<file path="src/rtl/spi3_pkg.sv">
package spi3_pkg;

   localparam int HDR_BITS  = 16;
   localparam int ADDR_BITS = 13;
   localparam int BYTE_BITS = 8;
   localparam int HDR_CNT_W = $clog2(HDR_BITS);

   // Length code in header bits 14:13
   typedef enum logic [1:0] {
      LEN_ONE   = 2'b00,
      LEN_TWO   = 2'b01,
      LEN_THREE = 2'b10,
      LEN_OPEN  = 2'b11
   } len_code_e;

   // Header as shifted in, first bit received lands in rd
   typedef struct packed {
      logic                 rd;
      len_code_e            len;
      logic [ADDR_BITS-1:0] addr;
   } hdr_t;

   // True when the byte following 'done' completed bytes is inside the coded count
   function automatic logic byte_in_range(len_code_e len, logic [7:0] done);
      return (len == LEN_OPEN) || (done <= 8'(len));
   endfunction

endpackage

</file>
<file path="src/rtl/spi3_sync.sv">
module spi3_sync #(
   parameter int                STAGES  = 2,
   parameter int                WIDTH   = 3,
   parameter logic [WIDTH-1:0]  RST_VAL = '0
) (
   input  logic             clk,
   input  logic             rst_n,
   input  logic [WIDTH-1:0] din,
   output logic [WIDTH-1:0] dout
);

   generate
      if (STAGES == 0) begin : g_bypass
         assign dout = din;
      end else begin : g_chain
         logic [WIDTH-1:0] stg_q [STAGES];
         always_ff @(posedge clk or negedge rst_n) begin
            if (!rst_n) begin
               for (int i = 0; i < STAGES; i++) stg_q[i] <= RST_VAL;
            end else begin
               stg_q[0] <= din;
               for (int i = 1; i < STAGES; i++) stg_q[i] <= stg_q[i-1];
            end
         end
         assign dout = stg_q[STAGES-1];
      end
   endgenerate

endmodule

</file>
<file path="src/rtl/spi3_frame.sv">
module spi3_frame
   import spi3_pkg::*;
#(
   parameter int BYTE_CNT_W = 3
) (
   input  logic                 clk,
   input  logic                 rst_n,
   input  logic                 cs_hi,
   input  logic                 rise,
   input  logic                 sdi,
   output logic                 in_data,
   output logic                 rd,
   output logic [ADDR_BITS-1:0] cur_addr,
   output logic                 cur_ok,
   output logic                 hdr_done,
   output logic                 byte_done,
   output logic                 byte_ok,
   output logic [ADDR_BITS-1:0] byte_addr,
   output logic [BYTE_BITS-1:0] byte_data
);

   logic [HDR_BITS-2:0]   rx_q;
   logic [HDR_CNT_W-1:0]  bit_q;
   logic [BYTE_CNT_W-1:0] cnt_q;
   len_code_e             len_q;
   hdr_t                  hdr_w;

   assign hdr_w  = {rx_q, sdi};
   assign cur_ok = byte_in_range(len_q, 8'(cnt_q));

   always_ff @(posedge clk or negedge rst_n) begin
      if (!rst_n) begin
         rx_q      <= '0;
         bit_q     <= '0;
         cnt_q     <= '0;
         len_q     <= LEN_ONE;
         in_data   <= 1'b0;
         rd        <= 1'b0;
         cur_addr  <= '0;
         hdr_done  <= 1'b0;
         byte_done <= 1'b0;
         byte_ok   <= 1'b0;
         byte_addr <= '0;
         byte_data <= '0;
      end else begin
         hdr_done  <= 1'b0;
         byte_done <= 1'b0;
         if (cs_hi) begin
            bit_q   <= '0;
            cnt_q   <= '0;
            in_data <= 1'b0;
         end else if (rise) begin
            rx_q <= {rx_q[HDR_BITS-3:0], sdi};
            if (!in_data) begin
               if (bit_q == HDR_CNT_W'(HDR_BITS-1)) begin
                  bit_q    <= '0;
                  in_data  <= 1'b1;
                  rd       <= hdr_w.rd;
                  len_q    <= hdr_w.len;
                  cur_addr <= hdr_w.addr;
                  hdr_done <= 1'b1;
               end else begin
                  bit_q <= bit_q + HDR_CNT_W'(1);
               end
            end else begin
               if (bit_q == HDR_CNT_W'(BYTE_BITS-1)) begin
                  bit_q     <= '0;
                  byte_done <= 1'b1;
                  byte_ok   <= cur_ok;
                  byte_addr <= cur_addr;
                  byte_data <= {rx_q[BYTE_BITS-2:0], sdi};
                  cur_addr  <= cur_addr + ADDR_BITS'(1);
                  if (cnt_q != '1) cnt_q <= cnt_q + BYTE_CNT_W'(1);
               end else begin
                  bit_q <= bit_q + HDR_CNT_W'(1);
               end
            end
         end
      end
   end

endmodule

</file>
<file path="src/rtl/spi3_tx.sv">
module spi3_tx
   import spi3_pkg::*;
(
   input  logic                 clk,
   input  logic                 rst_n,
   input  logic                 cs_hi,
   input  logic                 fall,
   input  logic                 drive_en,
   input  logic                 load,
   input  logic [BYTE_BITS-1:0] load_data,
   output logic                 sdo,
   output logic                 oe
);

   logic [BYTE_BITS-1:0] sh_q;

   always_ff @(posedge clk or negedge rst_n) begin
      if (!rst_n) begin
         sh_q <= '0;
         sdo  <= 1'b0;
         oe   <= 1'b0;
      end else begin
         if (cs_hi) begin
            oe <= 1'b0;
         end else if (fall) begin
            oe <= drive_en;
            if (drive_en) sdo <= sh_q[BYTE_BITS-1];
         end
         if (load) begin
            sh_q <= load_data;
         end else if (fall && drive_en && !cs_hi) begin
            sh_q <= {sh_q[BYTE_BITS-2:0], 1'b0};
         end
      end
   end

endmodule

</file>
<file path="src/rtl/spi3_reg_slave.sv">
module spi3_reg_slave
   import spi3_pkg::*;
#(
   parameter int SYNC_STAGES = 2,
   parameter int BYTE_CNT_W  = 3
) (
   input  logic                 clk,
   input  logic                 rst_n,
   input  logic                 spi_sclk,
   input  logic                 spi_cs_n,
   input  logic                 spi_sdio_i,
   output logic                 spi_sdio_o,
   output logic                 spi_sdio_oe,
   output logic                 rf_we,
   output logic                 rf_re,
   output logic [ADDR_BITS-1:0] rf_addr,
   output logic [BYTE_BITS-1:0] rf_wdata,
   input  logic [BYTE_BITS-1:0] rf_rdata
);

   localparam int PIN_W = 3;

   if (SYNC_STAGES < 0 || SYNC_STAGES > 4) begin : g_bad_sync
      $error("SYNC_STAGES must lie in 0..4");
   end
   if (BYTE_CNT_W < 2 || BYTE_CNT_W > 8) begin : g_bad_cnt
      $error("BYTE_CNT_W must lie in 2..8");
   end

   logic [PIN_W-1:0]     pins_s;
   logic                 cs_hi, sclk_s, sdi_s, sclk_prev;
   logic                 sclk_rise, sclk_fall;
   logic                 in_data, rd, cur_ok, rd_phase;
   logic                 hdr_done, byte_done, byte_ok;
   logic [ADDR_BITS-1:0] cur_addr, byte_addr;
   logic [BYTE_BITS-1:0] byte_data;

   spi3_sync #(
      .STAGES  (SYNC_STAGES),
      .WIDTH   (PIN_W),
      .RST_VAL (3'b100)
   ) i_sync (
      .clk  (clk),
      .rst_n(rst_n),
      .din  ({spi_cs_n, spi_sclk, spi_sdio_i}),
      .dout (pins_s)
   );

   assign cs_hi  = pins_s[2];
   assign sclk_s = pins_s[1];
   assign sdi_s  = pins_s[0];

   always_ff @(posedge clk or negedge rst_n) begin
      if (!rst_n) sclk_prev <= 1'b0;
      else        sclk_prev <= sclk_s;
   end

   assign sclk_rise = sclk_s & ~sclk_prev;
   assign sclk_fall = ~sclk_s & sclk_prev;

   spi3_frame #(
      .BYTE_CNT_W(BYTE_CNT_W)
   ) i_frame (
      .clk      (clk),
      .rst_n    (rst_n),
      .cs_hi    (cs_hi),
      .rise     (sclk_rise),
      .sdi      (sdi_s),
      .in_data  (in_data),
      .rd       (rd),
      .cur_addr (cur_addr),
      .cur_ok   (cur_ok),
      .hdr_done (hdr_done),
      .byte_done(byte_done),
      .byte_ok  (byte_ok),
      .byte_addr(byte_addr),
      .byte_data(byte_data)
   );

   assign rd_phase = in_data & rd;
   assign rf_re    = (hdr_done | byte_done) & rd_phase & cur_ok & ~cs_hi;
   assign rf_we    = byte_done & ~rd & byte_ok;
   assign rf_addr  = rf_we ? byte_addr : cur_addr;
   assign rf_wdata = byte_data;

   spi3_tx i_tx (
      .clk      (clk),
      .rst_n    (rst_n),
      .cs_hi    (cs_hi),
      .fall     (sclk_fall),
      .drive_en (rd_phase & cur_ok),
      .load     (rf_re),
      .load_data(rf_rdata),
      .sdo      (spi_sdio_o),
      .oe       (spi_sdio_oe)
   );

endmodule

</file>
<file path="config.mk">
export PLATFORM = sky130hd
export DESIGN_NAME = spi3_reg_slave
export DESIGN_NICKNAME = d
export VERILOG_FILES = /design/src/rtl/spi3_pkg.sv /design/src/rtl/spi3_sync.sv /design/src/rtl/spi3_frame.sv /design/src/rtl/spi3_tx.sv /design/src/rtl/spi3_reg_slave.sv
export SDC_FILE = /design/constraint.sdc
export NUM_CORES = 1
export LEC_CHECK = 0
export ABC_AREA = 1
export CORE_MARGIN = 2
export CORE_UTILIZATION = 63
export DETAILED_ROUTE_END_ITERATION = 7
export DONT_BUFFER_PORTS = 1
export HOLD_SLACK_MARGIN = 0.15
export PLACE_DENSITY = 0.88
export SLEW_MARGIN = 40
export SYNTH_ARGS = -nofsm -noshare
export SYNTH_HDL_FRONTEND = slang
export SYNTH_SLANG_ARGS = --single-unit
</file>
<file path="constraint.sdc">
create_clock -name clk -period 2 [get_ports clk]
set_clock_uncertainty 0.1 [all_clocks]
set_input_delay 0.1 -clock clk [delete_from_list [all_inputs] [get_ports clk]]
set_output_delay 0.1 -clock clk [all_outputs]
set_load 0.05 [all_outputs]
</file>
* Word-level counts from Yosys, hierarchy flattened *
Cells that the tools add are included.

word-level totals
  output and inout port bits = 25
  word-level logic and storage cells = 88
  input port bits = 13
  flip-flop bits (word level) = 80

cells by class
  bitwise operators = 15
  $lt $le $gt $ge = 1
  add/subtract/negate cells = 3
  equality and inequality tests = 5
  muxes and demuxes = 29
  reduce and logical (&&, ||, !) cells = 17

operators by type and width
  kind                                                                   number
  13-bit two-way mux                                                     4
  4-bit two-way mux                                                      5
  8-bit two-way mux                                                      2
  4-bit AND reduction                                                    4
  3-bit two-way mux                                                      5
  2-bit nonzero test                                                     7
  13-bit by 1-bit adder with 13-bit output, second input constant        1
  1-bit two-way mux                                                      13
  1-bit bitwise AND                                                      9
  1-bit inverter                                                         5
  4-bit by 1-bit adder with 4-bit output, second input constant          1
  4-bit by 3-bit equality test with 1-bit output, second input constant  1
  4-bit equality test, second input constant                             1
  3-bit by 1-bit adder with 3-bit output, second input constant          1
  3-bit by 2-bit <= comparator with 1-bit output                         1
  3-bit inequality test, second input constant                           1
  3-bit AND reduction                                                    1
  2-bit equality test, second input constant                             1
  1-bit logical AND                                                      2
  2-bit inequality test, second input constant                           1
  2-bit AND reduction                                                    1
  1-bit zero test                                                        1
  1-bit logical OR                                                       1
  1-bit bitwise OR                                                       1

* Logic depth before layout (Yosys ltp) *
Gate-level depths: netlist of the first run.

  depth in word-level cells = 7
  mapped depth = 10
  depth with buffers taken out = 10

* By module *
From an unflattened synthesis of the first run, not the netlist that was laid out.

second synthesis, totals
  cell total of the unflattened synthesis = 484
  area total of the unflattened synthesis = 3877.5 µm²

by module, submodules not included
  module          cells an instance  area each (µm²)  times used
  spi3_frame      352                2902.8           1
  spi3_tx         68                 516.7            1
  spi3_reg_slave  55                 282.8            1
  spi3_sync       9                  175.2            1

* Least setup slack after synthesis of the first run *
OpenSTA, ideal clock, no wires.

  kind = reg-to-output
  start = reg i_frame.byte_ok
  end = out rf_addr[10]
  arrival time = 2077 ps
  buffers on the path = 1
  cell stages (with the launch flop) = 5
  data required time = 1800 ps
  setup slack = -277 ps
  cells stage by stage = dfrtp_1 -> nand2_1 -> nor2_2 -> clkbuf_1 -> o21ai_0

on the way
  cells in the longest elaborated chain, start to end = 2

ends and longest elaborated chain
  what                    line                  RTL
  from (decl)             spi3_frame.sv:17      output logic byte_ok,
  from (signal assigned)  spi3_frame.sv:69      byte_ok <= cur_ok;
  1-bit bitwise AND       spi3_reg_slave.sv:82  assign rf_we = byte_done & ~rd & byte_ok;
  net rf_we               spi3_reg_slave.sv:14  output logic rf_we,
  13-bit two-way mux      spi3_reg_slave.sv:83  assign rf_addr = rf_we ? byte_addr : cur_addr;
  to (decl)               spi3_reg_slave.sv:16  output logic [ADDR_BITS-1:0] rf_addr,

The timed path passes the listed nets, and every way through them passes these cells.

* Worst setup path in the final report of the first run *
  start = reg i_frame.cnt_q[0]
  end = out rf_re

on the way
  cells in the longest elaborated chain, start to end = 4

ends and longest elaborated chain
  what                                            line                  RTL
  from (decl)                                     spi3_frame.sv:24      logic [BYTE_CNT_W-1:0] cnt_q;
  from (signal assigned)                          spi3_frame.sv:73      if (cnt_q != '1) cnt_q <= cnt_q + BYTE_CNT_W'(1);
  3-bit by 2-bit <= comparator with 1-bit output  spi3_pkg.sv:25        return (len == LEN_OPEN) || (done <= 8'(len));
  1-bit logical OR                                spi3_pkg.sv:25
  1-bit bitwise AND (2 in series)                 spi3_reg_slave.sv:81  assign rf_re = (hdr_done | byte_done) & rd_phase & cur_ok & ~cs_hi;
  to (decl)                                       spi3_reg_slave.sv:15  output logic rf_re,

Every way passes these cells.

==> impl_metrics.env, run 1 <==
export IMPL_status="finished, violations left"
export IMPL_violations="hold timing"
export IMPL_yosysMostFrequentCell="nand2_1"
export IMPL_post_route_min_period_ns=1.94
export IMPL_tns_ns=0
export IMPL_reg2reg_slack_ns=0.11
export IMPL_ys_ff_latch=80
export IMPL_setup_slack_ns=0.0577
export IMPL_multiInputGateArea_sq_um=1590
export IMPL_die_area_sq_um=6800
export IMPL_netlist_top_cells_count="nand2_1 (118), dfrtp_1 (78), inv_1 (47)"
export IMPL_grt_start_max_net_pins=81
export IMPL_power_share_switching_pct=24.1
export IMPL_track_usage_pct=26.2
export IMPL_synth_edf_count=0
export IMPL_synthArstFlopShare_pct=100
export IMPL_wire_per_inst_um=15.6
export IMPL_synth_top_area_share_pct=50.3
export IMPL_seqCellArea_sq_um=2000
export IMPL_placed_area_sq_um=4110
export IMPL_drt_iter0_drc=383
export IMPL_worstPathRequired_ns=1.80
export IMPL_drv_slew=0
export IMPL_ys_warnings_count=0
export IMPL_yosys_area_top_type="dfrtp_1"
export IMPL_max_cap_violations=0
export IMPL_crit_path_max_fanout=8
export IMPL_netlist_area_sq_um=3880
export IMPL_switchingPower_mw=0.684
export IMPL_vias_per_cell=5.76
export IMPL_critPathMaxStageDelay_ns=0.39
export IMPL_hpwlAfterDp_um=5360
export IMPL_power_frac_seq_pct=59.8
export IMPL_num_rows=28
export IMPL_worst_setup_path_end_kind="output pin"
export IMPL_fill_cells=353
export IMPL_cts_path_max_buffers=2
export IMPL_grt_pass1_wl_um=13300
export IMPL_p_int_mw=2.16
export IMPL_die_h_um=82.5
export IMPL_reg2reg_to="i_tx.sh_q[7]$_DFFE_PN0P_"
export IMPL_area_growth_pct=15.4
export IMPL_pre_cts_slack_ns=0.159
export IMPL_reg2reg_depth=11
export IMPL_cts_root_buf="clkbuf_8"
export IMPL_comb_power_share_pct=4.4
export IMPL_syn_inst=436
export IMPL_worst_setup_path_start_kind="register"
export IMPL_cp_num_cells=9
export IMPL_clkTransAtPathRegs_ns=0.08
export IMPL_post_place_cells=517
export IMPL_totalWireLength_um=8570
export IMPL_core_sq_um=5920
export IMPL_ir_drop_uv=468
export IMPL_hold_slack_ns=-0.673
export IMPL_drive_gt1_share_pct=19.6
export IMPL_via_count=3164
export IMPL_clk_insertion_delay_late_ns=0.36
export IMPL_stdcell_count=549
export IMPL_start_util_pct=65.5
export IMPL_r2r_start="i_frame.cnt_q[0]$_DFFE_PN0P_"
export IMPL_fin_nets=488
export IMPL_grt_pass1_vias=2894
export IMPL_fmax_ghz=0.515
export IMPL_cts_buffers=9
export IMPL_drtPass1Iterations=5
export IMPL_yosys_top_cells_area="dfrtp_1 (50%), nand2_1 (11%), o21ai_2 (6.5%), o21ai_0 (5.2%), inv_1 (4.5%)"
export IMPL_min_path_type="input pin to async pin"
export IMPL_ys_seq_area_share_pct=51.7
export IMPL_die_w_um=82.5
export IMPL_crit_family="buffers and inverters"
export IMPL_hold_viol=80
export IMPL_io_buffers=0
export IMPL_critPathBufInv=4
export IMPL_pin_count=38
export IMPL_drtAntennaViolNets=0
export IMPL_arrival_ns=1.74
export IMPL_slew_headroom_pct=67.5
export IMPL_antenna_found_initial=0
export IMPL_cts_tree="done"
export IMPL_antenna_cells=0
export IMPL_setup_violations=0
export IMPL_min_period_over_period_pct=97.1
export IMPL_drc=0
export IMPL_leakagePower_nw=2.03
export IMPL_synth_nets=455
export IMPL_crit_slowest_cell="dfrtp_1"
export IMPL_worstSetupPathType="register to output pin"
export IMPL_cts_sinks=80
export IMPL_cts_hold_buf=11
export IMPL_power_density_nw_per_um2=634
export IMPL_synth_cell_types=32
export IMPL_htreeDepth=3
export IMPL_worst_pin_slew_ns=0.487
export IMPL_synthFlopType="dfrtp_1"
export IMPL_postLayoutCellArea_sq_um=4480
export IMPL_power_frac_clock_pct=35.7
export IMPL_cp_cell_sequence="inv_1, ha_1, inv_1, nand3_1, nand2_1, nand3_4, nand3_4, inv_6, buf_8"
export IMPL_place_congestion=0.867
export IMPL_gr_total_overflow=0
export IMPL_syn_area_per_cell_sq_um=8.90
[routing by layer]
layer	GRT usage, %	share of wire [%]
met3	4.67	6.1
met5	0	0
met1	34.1	41
met2	42.2	50
met4	13.5	2.7
[final cells by class]
type                    count  area share (%)
clock inverters             4           0.503
flip-flops and latches     80            44.8
inverters                  52            4.61
repair buffers             36            9.42
multi-input cells         290            35.6
clock buffers              12            3.02
well taps                  75            2.10
[what timing repair did]
item                       in CTS  in global routing
hold endpoints to repair       91                 80
setup endpoints to repair       1                  7
gates resized for setup         5                  7
gates cloned                    0                  0
buffers inserted                0                  5
[cell families (layout without fill, tap and decap cells)]
kind of cell               after synthesis  in the layout  share of synthesized area [%]
xor gates and xnor gates                 4              4                          0.903
adders and majority gates                6              6                           1.94
DFF                                     80             80                           51.7
AOI/OAI and AO/OA                       95             95                           16.1
and+or+nand+nor                        185            185                           21.1
buffers and inverters                   66            104                           8.26
[worst max path at each step]
stage / slack [ns] / to / start
after CTS: 0.03 / rf_re / i_frame.len_q[1]$_DFFE_PN0P_
final: 0.06 / rf_re / i_frame.cnt_q[0]$_DFFE_PN0P_
after floorplan: -0.28 / rf_addr[10] / i_frame.byte_ok$_DFFE_PN0P_
after detailed placement: 0.16 / i_frame.cur_addr[4]$_DFFE_PN0P_ / i_frame.bit_q[0]$_DFFE_PN0N_
after global placement: 0.26 / i_frame.cur_addr[4]$_DFFE_PN0P_ / i_frame.bit_q[0]$_DFFE_PN0N_
after global routing: -0.03 / rf_re / i_frame.cnt_q[0]$_DFFE_PN0P_
[flip-flops by register name, indices dropped and copies added (netlist names), 2 cells and up]
name,flops
i_frame.bit_q,4
i_frame.rx_q,15
i_frame.byte_data,8
i_tx.sh_q,8
i_sync.dout,3
i_frame.byte_addr,13
i_sync.g_chain.stg_q,3
i_frame.cnt_q,3
i_frame.len_q,2
i_frame.cur_addr,13
[power groups by stage]
stage          combinational, mW  clock, mW  sequential [mW]
2_1_floorplan             0.0799          0             1.72
3_3_place_gp              0.0977          0             1.73
3_5_place_dp               0.104          0             1.73
4_1_cts                    0.123       1.02             1.70
5_1_grt                    0.140       1.09             1.70
6_report                   0.125       1.01             1.70
[worst reg2reg max path: stages (launching register included)]
cell and delay [ns]:
dfrtp_1 0.39, inv_1 0.11, ha_1 0.19, inv_1 0.06
nand3_1 0.09, nand2_1 0.09, nand3_4 0.10, buf_4 0.14
nand2_1 0.05, nor2_2 0.27, nand2_1 0.12, nand3_1 0.12
[cells in the final DEF (no fill, tap or decap), drive strengths merged, types with 2 or more instances in the layout]
| master | instances |
|---|---|
| xor2 | 4 |
| a21oi | 18 |
| nor2 | 26 |
| ha | 6 |
| nand2 | 122 |
| o31ai | 2 |
| o211ai | 2 |
| nor3 | 4 |
| dfstp | 2 |
| clkbuf | 12 |
| inv | 51 |
| dlygate4sd3 | 11 |
| dfrtp | 78 |
| clkinv | 4 |
| buf | 25 |
| a211oi | 2 |
| nand3 | 29 |
| o21ai | 69 |
| nand4 | 4 |
[per-stage QoR]
step	hold WS (ns)	util, %	power, mW
4_1_cts	-0.677	74.4	2.85
2_1_floorplan	-0.296	-	1.80
5_1_grt	-0.679	75.6	2.94
6_report	-0.673	75.6	2.84
3_3_place_gp	-0.293	69.5	1.82
3_5_place_dp	-0.293	69.5	1.83
No activity file was read; power rests on OpenSTA's default activity.
==> run 2: changes to the inputs <==
--- a/config.mk
+++ b/config.mk
@@ -7,11 +7,11 @@
 export LEC_CHECK = 0
 export ABC_AREA = 1
 export CORE_MARGIN = 2
-export CORE_UTILIZATION = 63
+export CORE_UTILIZATION = 31
 export DETAILED_ROUTE_END_ITERATION = 7
 export DONT_BUFFER_PORTS = 1
 export HOLD_SLACK_MARGIN = 0.15
-export PLACE_DENSITY = 0.88
+export PLACE_DENSITY = 0.54
 export SLEW_MARGIN = 40
 export SYNTH_ARGS = -nofsm -noshare
 export SYNTH_HDL_FRONTEND = slang
==> run 2 against run 1 <==
The flow still finishes with violations (hold timing). Cell count up 17%. Wire length down 8.9%. Critical endpoint unchanged. Highest routed layer unchanged. Sequential share of layout area fell by 2.4 points. Critical path type unchanged. Die area grew 97%. Count of clock-buffer cells in the layout shrank 1. Core utilization decreased by 37 points.
==> impl_metrics.env, run 2 (synthesized netlist as in run 1, its figures left out) <==
export IMPL_antenna_cells=0
export IMPL_top_register="i_frame.rx_q"
export IMPL_worst_pin_slew_ns=0.489
export IMPL_violations="hold timing"
export IMPL_cts_tree="done"
export IMPL_reg2reg_depth=9
export IMPL_fill_cells=1244
export IMPL_max_cap_violations=0
export IMPL_switchingPower_mw=0.756
export IMPL_drc=0
export IMPL_hold_slack_ns=-0.648
export IMPL_leakagePower_nw=2.10
export IMPL_grt_pass1_vias=2828
export IMPL_crit_path_max_fanout=4
export IMPL_setup_violations=0
export IMPL_fin_nets=486
export IMPL_pin_count=38
export IMPL_io_buffers=0
export IMPL_arrival_ns=1.65
export IMPL_post_route_util_pct=39.1
export IMPL_reg2reg_to="i_frame.cur_addr[3]$_DFFE_PN0P_"
export IMPL_track_usage_pct=12.9
export IMPL_r2r_start="i_frame.bit_q[0]$_DFFE_PN0N_"
export IMPL_core_sq_um=12100
export IMPL_grt_start_max_net_pins=81
export IMPL_die_h_um=116
export IMPL_endpoint="rf_re"
export IMPL_fmax_ghz=0.540
export IMPL_cts_path_max_buffers=2
export IMPL_placed_area_sq_um=4290
export IMPL_drtAntennaViolNets=0
export IMPL_area_growth_pct=22.1
export IMPL_wire_per_inst_um=12.2
export IMPL_antenna_found_initial=0
export IMPL_largest_reg_flops=15
export IMPL_drt_iter0_drc=164
export IMPL_gr_total_overflow=0
export IMPL_post_place_cells=611
export IMPL_worstPathRequired_ns=1.80
export IMPL_cp_startpoint="i_frame.len_q[1]$_DFFE_PN0P_"
export IMPL_ir_drop_uv=328
export IMPL_clkTransAtPathRegs_ns=0.06
export IMPL_reg2reg_slack_ns=0.18
export IMPL_p_total_mw=3.50
export IMPL_cts_root_buf="clkbuf_16"
export IMPL_pre_cts_slack_ns=0.185
export IMPL_worstSetupPathType="register to output pin"
export IMPL_worst_setup_path_start_kind="register"
export IMPL_cts_hold_buf=11
export IMPL_postLayoutCellArea_sq_um=4730
export IMPL_start_util_pct=32.0
export IMPL_power_density_nw_per_um2=739
export IMPL_clk_insertion_delay_late_ns=0.34
export IMPL_comb_power_share_pct=3.5
export IMPL_min_period_over_period_pct=92.6
export IMPL_num_rows=40
export IMPL_final_common_cell="nand2_1"
export IMPL_setup_slack_ns=0.148
export IMPL_die_w_um=116
export IMPL_hold_viol=80
export IMPL_totalWireLength_um=7800
export IMPL_worst_setup_path_end_kind="output pin"
export IMPL_tns_ns=0
export IMPL_slew_headroom_pct=67.4
export IMPL_die_area_sq_um=13400
export IMPL_power_share_switching_pct=21.6
export IMPL_htreeDepth=3
export IMPL_power_frac_clock_pct=48.0
export IMPL_power_frac_seq_pct=48.5
export IMPL_post_route_min_period_ns=1.85
export IMPL_status="finished, violations left"
export IMPL_grt_pass1_wl_um=13700
export IMPL_place_congestion=0.834
export IMPL_stdcell_count=640
export IMPL_drtPass1Iterations=4
export IMPL_vias_per_cell=4.52
export IMPL_hpwlAfterDp_um=5340
export IMPL_via_count=2894
export IMPL_p_int_mw=2.74
export IMPL_drive_gt1_share_pct=19.7
export IMPL_cts_buffers=9
export IMPL_layout_common_cells="nand2_1 (118), dfrtp_1 (78), inv_1 (47), o21ai_2 (29), o21ai_0 (27)"
export IMPL_min_path_type="input pin to async pin"
export IMPL_drv_slew=0
export IMPL_cts_sinks=80
export IMPL_grt_setup_unrepaired="false"
export IMPL_top_regs="i_frame.rx_q: 15 flops, i_frame.byte_addr: 13 flops, i_frame.cur_addr: 13 flops"
[run 2: cell type report]
type | instances | area (sq um) | area share, %
Sequential cell | 80 | 2000 | 42.3
Multi-Input combinational cell | 290 | 1560 | 33.0
Timing Repair Buffer | 34 | 449 | 9.49
Clock buffer | 11 | 253 | 5.34
Tap cell | 168 | 210 | 4.44
Inverter | 52 | 199 | 4.20
Clock inverter | 5 | 55.1 | 1.16
[run 2: metal layers]
layer	wire (um)	track usage, %	share of wire, %	up-vias
li1	-	-	-	1480
met1	3940	17.8	50	1363
met2	3460	19.3	44	42
met3	279	2.98	3.6	9
met4	131	5.95	1.7	0
met5	0	0	0	-
[run 2: worst min path at each step]
| stage | start | to | slack [ns] | depth (start not counted) |
|---|---|---|---|---|
| after floorplan | rst_n | i_frame.bit_q[0]$_DFFE_PN0N_ | -0.30 | 0 |
| after global placement | rst_n | i_sync.g_chain.stg_q[3]$_DFF_PN0_ | -0.29 | 0 |
| after detailed placement | rst_n | i_frame.byte_data[2]$_DFFE_PN0P_ | -0.29 | 0 |
| after global routing | rst_n | i_sync.g_chain.stg_q[3]$_DFF_PN0_ | -0.66 | 0 |
| final | rst_n | i_sync.g_chain.stg_q[3]$_DFF_PN0_ | -0.65 | 0 |
| after CTS | rst_n | i_sync.g_chain.stg_q[3]$_DFF_PN0_ | -0.66 | 0 |
[run 2: what timing repair did]
action	in CTS	in global routing
endpoints found under the setup margin	1	2
buffers inserted	1	1
resized for setup	1	2
endpoints found under the hold margin	91	80
[run 2: critical path: stages (launching register included)]
cell,delay (ns)
dfrtp_1,0.34
inv_1,0.06
ha_1,0.30
nand3_1,0.09
nand2_1,0.06
nand3_2,0.09
nand3_2,0.11
inv_2,0.08
buf_4,0.19
[run 2: power groups by stage]
stage	combinational (mW)	sequential, mW	clock, mW
2_1_floorplan	0.0799	1.72	0
3_3_place_gp	0.104	1.73	0
3_5_place_dp	0.106	1.73	0
4_1_cts	0.125	1.70	1.72
5_1_grt	0.140	1.70	1.78
6_report	0.122	1.70	1.68
==> run 3: changes to the inputs <==
==> constraint.sdc (replaced) <==
create_clock -name clk -period 2.4 [get_ports clk]
set_clock_uncertainty 0.1 [all_clocks]
set_input_delay 0.12 -clock clk [delete_from_list [all_inputs] [get_ports clk]]
set_output_delay 0.12 -clock clk [all_outputs]
set_load 0.05 [all_outputs]
==> run 3 against run 2 <==
The flow now finishes without violations. Hold slack improved by 0.88 ns. Sequential power down 16%. Critical path type unchanged. Worst setup slack better by 0.13 ns. Via count is 0.17% lower. Global-route usage is 0.41 points lower. Die area unchanged.
==> impl_metrics.env, run 3 (synthesized netlist as in run 1, its figures left out) <==
export IMPL_worstPathRequired_ns=2.18
export IMPL_cts_buffers=9
export IMPL_worst_setup_path_start_kind="register"
export IMPL_worst_setup_path_end_kind="output pin"
export IMPL_arrival_ns=1.90
export IMPL_clk_insertion_delay_late_ns=0.33
export IMPL_status="complete, no violations"
export IMPL_post_route_min_period_ns=2.12
export IMPL_via_count=2889
export IMPL_num_rows=40
export IMPL_ir_drop_uv=293
export IMPL_vias_per_cell=4.55
export IMPL_top_regs="i_frame.rx_q: 15 flops, i_frame.byte_addr: 13 flops, i_frame.cur_addr: 13 flops"
export IMPL_grt_pass1_wl_um=13300
export IMPL_fill_cells=1224
export IMPL_min_path_type="input pin to register"
export IMPL_pin_count=38
export IMPL_layout_common_cells="nand2_1 (118), dfrtp_1 (78), inv_1 (47), o21ai_2 (29)"
export IMPL_worstSetupPathType="register to output pin"
export IMPL_gr_total_overflow=0
export IMPL_cts_sinks=80
export IMPL_switchingPower_mw=0.638
export IMPL_grt_pass1_vias=2705
export IMPL_area_growth_pct=20.8
export IMPL_comb_power_share_pct=4.5
export IMPL_hold_viol=0
export IMPL_power_frac_seq_pct=48.3
export IMPL_die_w_um=116
export IMPL_p_int_mw=2.29
export IMPL_crit_path_max_fanout=8
export IMPL_drtAntennaViolNets=0
export IMPL_clkTransAtPathRegs_ns=0.06
export IMPL_slew_headroom_pct=66.6
export IMPL_drc=0
export IMPL_setup_slack_ns=0.276
export IMPL_track_usage_pct=12.5
export IMPL_drtPass1Iterations=4
export IMPL_grt_setup_unrepaired="false"
export IMPL_totalWireLength_um=7670
export IMPL_htreeDepth=3
export IMPL_min_period_over_period_pct=88.5
export IMPL_worst_pin_slew_ns=0.502
export IMPL_power_density_nw_per_um2=625
export IMPL_wire_per_inst_um=12.1
export IMPL_power_share_switching_pct=21.8
export IMPL_io_buffers=0
export IMPL_cts_path_max_buffers=2
export IMPL_cts_resized=0
export IMPL_max_cap_violations=0
export IMPL_cts_tree="done"
export IMPL_tns_ns=0
export IMPL_power_frac_clock_pct=47.2
export IMPL_cts_root_buf="clkbuf_16"
export IMPL_place_congestion=0.838
export IMPL_die_area_sq_um=13400
export IMPL_core_sq_um=12100
export IMPL_drt_iter0_drc=220
export IMPL_largest_reg_flops=15
export IMPL_setup_violations=0
export IMPL_final_common_cell="nand2_1"
export IMPL_start_util_pct=32.0
export IMPL_grt_start_max_net_pins=81
export IMPL_leakagePower_nw=2.08
export IMPL_p_total_mw=2.93
export IMPL_drive_gt1_share_pct=17.8
export IMPL_antenna_found_initial=0
export IMPL_fmax_ghz=0.471
export IMPL_fin_nets=481
export IMPL_antenna_cells=0
export IMPL_top_register="i_frame.rx_q"
export IMPL_pre_cts_slack_ns=0.484
export IMPL_hpwlAfterDp_um=5300
export IMPL_drv_slew=0
export IMPL_die_h_um=116
[run 3: layout make-up]
cell class,count,area [sq um],area share (%)
flip-flops and latches,80,2000,42.8
repair buffers,29,418,8.92
clock buffers,13,260,5.55
clock inverters,3,40.0,0.854
inverters,52,199,4.25
well taps,168,210,4.49
multi-input cells,290,1550,33.2
[run 3: worst max-delay path, stage by stage (launching register included)]
cell     delay (ns)
dfrtp_1        0.34
inv_1          0.06
ha_1           0.31
nand3_1        0.09
nand2_1        0.05
nand3_1        0.18
nand3_1        0.21
inv_2          0.33
[run 3: final timing paths]
path / from / end / slack (ns) / cells past startpoint
worst min register to register: i_sync.g_chain.stg_q[3]$_DFF_PN0_ / i_sync.dout[0]$_DFF_PN0_ / 0.25 / 0
worst max register to register: i_frame.len_q[1]$_DFFE_PN0P_ / i_tx.sh_q[6]$_DFFE_PN0P_ / 0.47 / 9
worst min-delay path: spi_cs_n / i_sync.g_chain.stg_q[5]$_DFF_PN1_ / 0.23 / 1
max in group asynchronous: rst_n / i_sync.dout[2]$_DFF_PN1_ / 1.60 / 2
worst max-delay path: i_frame.len_q[1]$_DFFE_PN0P_ / rf_re / 0.28 / 7
min in group asynchronous: rst_n / i_frame.byte_data[1]$_DFFE_PN0P_ / 0.24 / 2
[run 3: power by group through the flow]
| stage | sequential [mW] | combinational, mW | clock, mW |
|---|---|---|---|
| after detailed placement | 1.44 | 0.0857 | 0 |
| after global routing | 1.42 | 0.153 | 1.47 |
| final | 1.42 | 0.132 | 1.38 |
| after floorplan | 1.43 | 0.0666 | 0 |
| after CTS | 1.42 | 0.136 | 1.41 |
| after global placement | 1.44 | 0.0847 | 0 |
[run 3: per-layer routing]
metal / up-vias / part of all wire [%] / track usage, %
li1: 1471 / - / -
met1: 1379 / 51 / 18.2
met2: 32 / 44 / 17.9
met3: 7 / 3.6 / 3.03
met4: 0 / 1.4 / 5.00
met5: - / 0 / 0
[run 3: per-stage QoR]
stage	util [%]	instance area, sq um	instances	hold WS [ns]
after floorplan	-	3880	436	-0.276
after global placement	35.0	4240	606	-0.274
after detailed placement	35.0	4240	606	-0.274
after CTS	38.7	4690	635	0.221
after global routing	38.7	4690	635	0.225
final	38.7	4690	635	0.232
[run 3: what timing repair did]
action,4_1_cts,5_1_grt
setup buffers,0,0
hold endpoints to repair,91,0
endpoints found under the setup margin,0,0
hold buffers,13,0
